`config.mk`:
```
export PLATFORM = sky130hd
export DESIGN_NAME = bank_refill_engine
export DESIGN_NICKNAME = d
export VERILOG_FILES = /design/src/rtl/refill_pkg.sv /design/src/rtl/refill_bank.sv /design/src/rtl/refill_ctrl.sv /design/src/rtl/refill_return_mux.sv /design/src/rtl/bank_refill_engine.sv
export SDC_FILE = /design/constraint.sdc
export NUM_CORES = 2
export LEC_CHECK = 0
export BUFFER_PORTS_ARGS = -buffer_cell sky130_fd_sc_hd__clkbuf_2
export CORE_MARGIN = 3
export CORE_UTILIZATION = 63
export CTS_CLUSTER_DIAMETER = 150
export DETAILED_ROUTE_END_ITERATION = 10
export PLACE_DENSITY = 0.77
export SETUP_SLACK_MARGIN = 0.5
export SLEW_MARGIN = 20
export SYNTH_ARGS = -nofsm -noshare
export SYNTH_HDL_FRONTEND = slang
export SYNTH_SLANG_ARGS = --single-unit
```
`constraint.sdc`:
```
create_clock -name clk_i -period 4.8 [get_ports clk_i]
set_clock_uncertainty 0.15 [all_clocks]
set_input_delay 0.24 -clock clk_i [delete_from_list [all_inputs] [get_ports clk_i]]
set_output_delay 0.24 -clock clk_i [all_outputs]
set_load 0.005 [all_outputs]
```
`src/rtl/refill_pkg.sv`:
```
package refill_pkg;
  typedef enum logic [1:0] {
    ST_IDLE   = 2'd0,
    ST_ACCESS = 2'd1,
    ST_STREAM = 2'd2
  } refill_state_e;
endpackage

```
`src/rtl/refill_bank.sv`:
```
module refill_bank #(
  parameter int DATA_W = 32,
  parameter int ROW_W  = 4,
  parameter int LAT    = 15
) (
  input  logic              clk_i,
  input  logic              rst_ni,
  input  logic              start_i,
  input  logic              we_i,
  input  logic [ROW_W-1:0]  row_i,
  input  logic [DATA_W-1:0] wdata_i,
  output logic              ack_o,
  output logic [DATA_W-1:0] rdata_o
);
  localparam int DEPTH = 1 << ROW_W;
  localparam int CNT_W = (LAT > 1) ? $clog2(LAT) : 1;

  logic [DATA_W-1:0] mem_q [DEPTH];
  logic              busy_q, we_q;
  logic [CNT_W-1:0]  cnt_q;
  logic [ROW_W-1:0]  row_q;
  logic [DATA_W-1:0] wdata_q, rdata_q;

  assign ack_o   = busy_q && (cnt_q == '0);
  assign rdata_o = rdata_q;

  // access delay: ack in the LAT-th cycle after start
  always_ff @(posedge clk_i or negedge rst_ni) begin
    if (!rst_ni) begin
      busy_q  <= 1'b0;
      we_q    <= 1'b0;
      cnt_q   <= '0;
      row_q   <= '0;
      wdata_q <= '0;
    end else if (start_i) begin
      busy_q  <= 1'b1;
      we_q    <= we_i;
      cnt_q   <= CNT_W'(LAT - 1);
      row_q   <= row_i;
      wdata_q <= wdata_i;
    end else if (busy_q) begin
      if (cnt_q == '0) busy_q <= 1'b0;
      else             cnt_q  <= cnt_q - 1'b1;
    end
  end

  always_ff @(posedge clk_i) begin
    if (ack_o && we_q)  mem_q[row_q] <= wdata_q;
    if (ack_o && !we_q) rdata_q      <= mem_q[row_q];
  end
endmodule

```
`src/rtl/refill_ctrl.sv`:
```
module refill_ctrl
  import refill_pkg::*;
#(
  parameter int NBANK = 4,
  parameter int SEL_W = 2
) (
  input  logic             clk_i,
  input  logic             rst_ni,
  input  logic             req_valid_i,
  input  logic             req_write_i,
  input  logic [SEL_W-1:0] req_sel_i,
  input  logic [NBANK-1:0] bank_ack_i,
  output logic             req_ready_o,
  output logic [NBANK-1:0] bank_start_o,
  output logic             bank_we_o,
  output logic             op_read_o,
  output logic             rd_valid_o,
  output logic [SEL_W-1:0] beat_o,
  output logic             done_o
);
  localparam logic [SEL_W-1:0] LAST = SEL_W'(NBANK - 1);

  refill_state_e    state_q;
  logic             write_q;
  logic [SEL_W-1:0] beat_q;
  logic             accept, any_ack;

  assign accept  = req_valid_i && (state_q == ST_IDLE);
  assign any_ack = |bank_ack_i;

  always_comb begin
    for (int b = 0; b < NBANK; b++) begin
      bank_start_o[b] = accept && (!req_write_i || (req_sel_i == SEL_W'(b)));
    end
  end

  assign bank_we_o   = req_write_i;
  assign op_read_o   = !write_q;
  assign req_ready_o = (state_q == ST_IDLE);
  assign rd_valid_o  = (state_q == ST_STREAM);
  assign beat_o      = beat_q;
  assign done_o      = ((state_q == ST_STREAM) && (beat_q == LAST)) ||
                       ((state_q == ST_ACCESS) && any_ack && write_q);

  always_ff @(posedge clk_i or negedge rst_ni) begin
    if (!rst_ni) begin
      state_q <= ST_IDLE;
      write_q <= 1'b0;
      beat_q  <= '0;
    end else begin
      unique case (state_q)
        ST_IDLE: if (accept) begin
          state_q <= ST_ACCESS;
          write_q <= req_write_i;
        end
        ST_ACCESS: if (any_ack) begin
          state_q <= write_q ? ST_IDLE : ST_STREAM;
          beat_q  <= '0;
        end
        ST_STREAM: begin
          if (beat_q == LAST) state_q <= ST_IDLE;
          else                beat_q  <= beat_q + 1'b1;
        end
        default: state_q <= ST_IDLE;
      endcase
    end
  end
endmodule

```
`src/rtl/refill_return_mux.sv`:
```
module refill_return_mux #(
  parameter int NBANK  = 4,
  parameter int DATA_W = 32,
  parameter int SEL_W  = 2
) (
  input  logic [NBANK-1:0][DATA_W-1:0] bank_data_i,
  input  logic [SEL_W-1:0]             sel_i,
  input  logic                         valid_i,
  output logic [DATA_W-1:0]            data_o
);
  assign data_o = valid_i ? bank_data_i[sel_i] : '0;
endmodule

```
`src/rtl/bank_refill_engine.sv`:
```
module bank_refill_engine #(
  parameter int DATA_W     = 32,
  parameter int ADDR_W     = 6,
  parameter int NBANK      = 4,
  parameter int ACCESS_LAT = 15
) (
  input  logic                     clk_i,
  input  logic                     rst_ni,
  input  logic                     req_valid_i,
  output logic                     req_ready_o,
  input  logic                     req_write_i,
  input  logic [ADDR_W-1:0]        req_addr_i,
  input  logic [DATA_W-1:0]        req_wdata_i,
  output logic                     rd_valid_o,
  output logic [$clog2(NBANK)-1:0] rd_bank_o,
  output logic [DATA_W-1:0]        rd_data_o,
  output logic                     done_o
);
  localparam int SEL_W = $clog2(NBANK);
  localparam int ROW_W = ADDR_W - SEL_W;

  logic [NBANK-1:0]             bank_start, bank_ack;
  logic [NBANK-1:0][DATA_W-1:0] bank_rdata;
  logic                         bank_we, op_read;
  logic [SEL_W-1:0]             beat;

  refill_ctrl #(.NBANK(NBANK), .SEL_W(SEL_W)) i_ctrl (
    .clk_i        (clk_i),
    .rst_ni       (rst_ni),
    .req_valid_i  (req_valid_i),
    .req_write_i  (req_write_i),
    .req_sel_i    (req_addr_i[SEL_W-1:0]),
    .bank_ack_i   (bank_ack),
    .req_ready_o  (req_ready_o),
    .bank_start_o (bank_start),
    .bank_we_o    (bank_we),
    .op_read_o    (op_read),
    .rd_valid_o   (rd_valid_o),
    .beat_o       (beat),
    .done_o       (done_o)
  );

  for (genvar b = 0; b < NBANK; b++) begin : g_bank
    refill_bank #(.DATA_W(DATA_W), .ROW_W(ROW_W), .LAT(ACCESS_LAT)) i_bank (
      .clk_i   (clk_i),
      .rst_ni  (rst_ni),
      .start_i (bank_start[b]),
      .we_i    (bank_we),
      .row_i   (req_addr_i[ADDR_W-1:SEL_W]),
      .wdata_i (req_wdata_i),
      .ack_o   (bank_ack[b]),
      .rdata_o (bank_rdata[b])
    );
  end

  refill_return_mux #(.NBANK(NBANK), .DATA_W(DATA_W), .SEL_W(SEL_W)) i_mux (
    .bank_data_i (bank_rdata),
    .sel_i       (beat),
    .valid_i     (rd_valid_o),
    .data_o      (rd_data_o)
  );

  assign rd_bank_o = beat;
endmodule

```
==> out/metrics.csv <==
stage,metric,value,unit
status,status,finished clean,
grt,initial antenna violation count,28,
die,die width,381,um
hold_path,Hold Path End,g_bank[3].i_bank.we_q$_DFFE_PN0P_,
clocking,Clock Path Buffers,3,
cells_and_area,area delta synth->final,12.9,%
clocking,Root Driver,clkbuf_16,
power,switching power,17500,uW
routing,Final ANT Viol Nets,0,
critical_path,r2r startpoint,g_bank[1].i_bank.cnt_q[0]$_DFFE_PN0P_,
sta,RSZ-0062 raised after global routing,no,
synthesis,post-synthesis cell area,88700,um2
clocking,postcts setup bufs,0,
synthesis,Synth top area share,73.7,%
sta,final max-slew violation count,0,
clocking,CTS buffer count,216,
synthesis,ys flop type,edfxtp_1,
job,max-capacitance violation count,0,
grt,number of global-route vias before repair,44600,
power,Sw Ratio,29.4,%
synthesis,"Seq/Total Area, Yosys",78.5,%
hold_path,Hold Crit Class,primary input to register,
grt,global-route wire length before repair,323,mm
synthesis,Syn Inst Count,3986,
power,Power per Cell Area,595,nW/um2
sta,crit share post-route,74.5,%
die,die area,145000,um2
die,num rows,137,
cells_and_area,fin area,100000,um2
clocking,Num Clock Sinks,2349,
sta,Final Hold Fails,0,
die,Starting Density,63.5,%
routing,wire per inst,35.5,um
routing,drt via density,6.92,
power,Logic pwr share,20.6,%
grt,largest net degree at the start of global routing,130,
place,GP Congestion,0.908,
synthesis,number of synthesized flops with an enable pin,2176,
sta,final setup fails,0,
synthesis,Synthesized Nets,4041,
grt,GR Overflow Total,0,
synthesis,"Async S/R FF share, synth",7.36,%
cells_and_area,share of layout cells above drive strength 1,28.2,%
critical_path,Setup Crit Path Kind,register to output pin,
synthesis,Netlist cell types,45,
hold_path,beginning of the worst hold path,req_valid_i,
clocking,Clock Pin Slew Worst Setup and Hold Paths,0.06,ns
sta,highest clock rate,0.280,GHz
clocking,H-tree levels,4,
critical_path,crit path DAT,3.18,ns
critical_path,Critical R2R Capture,g_bank[1].i_bank.mem_q[14][7]$_DFFE_PP_,
die,IO Pins,79,
power,register share of total power,49.7,%
grt,gr usage total,31.7,%
power,Design Power,59600,uW
die,die height,381,um
routing,violation count after the first detailed-routing iteration,6323,
critical_path,Crit path required time,4.41,ns
power,cell internal pwr,42100,uW
place,hpwl dp,124,mm
die,Core Region,140000,um2
power,clock power share,29.7,%
critical_path,"reg-to-reg slack, setup",1.34,ns
routing,Detailed Routing Iterations Pass 1,6,
synthesis,Seq cells post-synth,2349,
cells_and_area,most frequent cells in the layout,"2176 x edfxtp_1, 544 x mux4_2, 262 x nand2_1",
synthesis,"area leader, netlist",edfxtp_1,
place,Placed Area,92100,um2
synthesis,synth top area cells,"edfxtp_1 74%, mux4_2 14%, dfrtp_1 4.9%",
routing,DRC,0,
clocking,CTS tree,yes,
critical_path,Worst R2R Path Depth,7,
sta,post-layout min period,3.57,ns
synthesis,synthesized area per cell,22.3,um2
power,Pleak,0.0324,uW
sta,sum of negative setup slack,0,ns
synthesis,Ys Warns,0,
cells_and_area,"most common cell after layout, fill and taps aside",edfxtp_1,
sta,Slew HR,22.1,%
critical_path,crit-path max FO,22,
power,worst vdd ir,0.000457,V
critical_path,Setup crit start kind,register,
cells_and_area,final net count,4290,
routing,final wirelength,225,mm
cells_and_area,Fillers,7566,
sta,worst slew pin tran,1.17,ns
critical_path,critical path endpoint category,output pin,
place,number of port buffers,78,
routing,via count,43900,
hold_path,hold depth,4,
clocking,"Clk Latency, worst-skew pair",0.86,ns
## repair_timing
action	4_1_cts	5_1_grt
resized for setup	0	0
hold endpoints to repair	276	0
hold buffers	48	0
## logic make-up after synthesis
family | share of synthesized area [%]
simple gates | 2.31
flops | 78.5
xor+xnor | 0.0987
fa+ha+maj | 0.183
buf+inv | 1.33
compound gates | 2.33
mux | 15.2
## power groups by stage
stage,clock network [uW],registers [uW],logic [uW]
6_report,17700,29600,12300
5_1_grt,18600,30000,13000
4_1_cts,17800,29600,12300
3_5_place_dp,0,30000,11900
3_3_place_gp,0,29800,11700
2_1_floorplan,0,28000,9280
## worst max-delay path, cell delays in order, from the launching register on
cell	delay [ns]
dfrtp_2	0.83
buf_4	0.48
mux4_2	0.63
and2_1	0.25
clkbuf_2	0.13
## how the worst max path moves through the flow
stage,from,to,slack (ns),cells after the start
after floorplan,g_bank[3].i_bank.cnt_q[0]$_DFFE_PN0P_,g_bank[3].i_bank.mem_q[0][0]$_DFFE_PP_,0.51,6
final,i_ctrl.beat_o[0]$_DFFE_PN0P_,rd_data_o[13],1.23,4
after CTS,i_ctrl.beat_o[0]$_DFFE_PN0P_,rd_data_o[1],1.20,4
after detailed placement,g_bank[1].i_bank.cnt_q[0]$_DFFE_PN0P_,g_bank[1].i_bank.mem_q[12][5]$_DFFE_PP_,1.40,6
after global routing,i_ctrl.beat_o[0]$_DFFE_PN0P_,rd_data_o[1],1.08,4
after global placement,g_bank[1].i_bank.cnt_q[0]$_DFFE_PN0P_,g_bank[1].i_bank.mem_q[4][5]$_DFFE_PP_,1.41,6
## per-layer routing
layer  up-vias  global-route usage [%]  part of all wire (%)
li1      17100                       -                     -
met1     23000                    43.3                    35
met2      3168                    47.8                    47
met3       539                    9.53                    13
met4         6                    15.6                   5.1
met5         -                       0                 0.019
## synth_stat cells (all sizes together) (4+ instances only)
master and number:
edfxtp 2176, mux4 544, nand2 262, a22oi 256
dfrtp 173, clkbuf 110, mux2 110, buf 108
nor2 65, and2 39, nor3 22, nand2b 14
ha 13, inv 12, nor2b 12, nand3 11
a21oi 6, or3b 6, xor2 6, a31oi 4
and4bb 4, nand3b 4, nand4b 4, xnor2 4
## cell type report
class                      instances  area (um2)  area share [%]
antenna                           30        75.1          0.0749
inverter                          12        45.0          0.0450
sequential                      2349       69700            69.6
clock inverter                   107        1300            1.29
timing repair buffer             249        2120            2.12
tap                             1876        2350            2.34
clock buffer                     304        6120            6.11
multi-input combinational       1407       18500            18.4
## stage by stage
step	setup slack (ns)	instances	utilization (%)	hold slack, ns
2_1_floorplan	0.514	3986	-	-0.206
3_3_place_gp	1.41	5837	65.8	0.229
3_5_place_dp	1.40	5842	65.9	0.231
4_1_cts	1.20	6301	71.6	0.122
5_1_grt	1.08	6304	71.6	0.245
6_report	1.23	6334	71.7	0.169
## registers in the layout, indices dropped and copies added, names as in the netlist
register	count
g_bank.i_bank.row_q	16
g_bank.i_bank.wdata_q	128
g_bank.i_bank.cnt_q	16
i_ctrl.state_q	2
i_ctrl.write_q	1
g_bank.i_bank.rdata_o	128
g_bank.i_bank.mem_q	2048
g_bank.i_bank.busy_q	4
g_bank.i_bank.we_q	4
i_ctrl.beat_o	2
(Power assumes the default switching activity.)
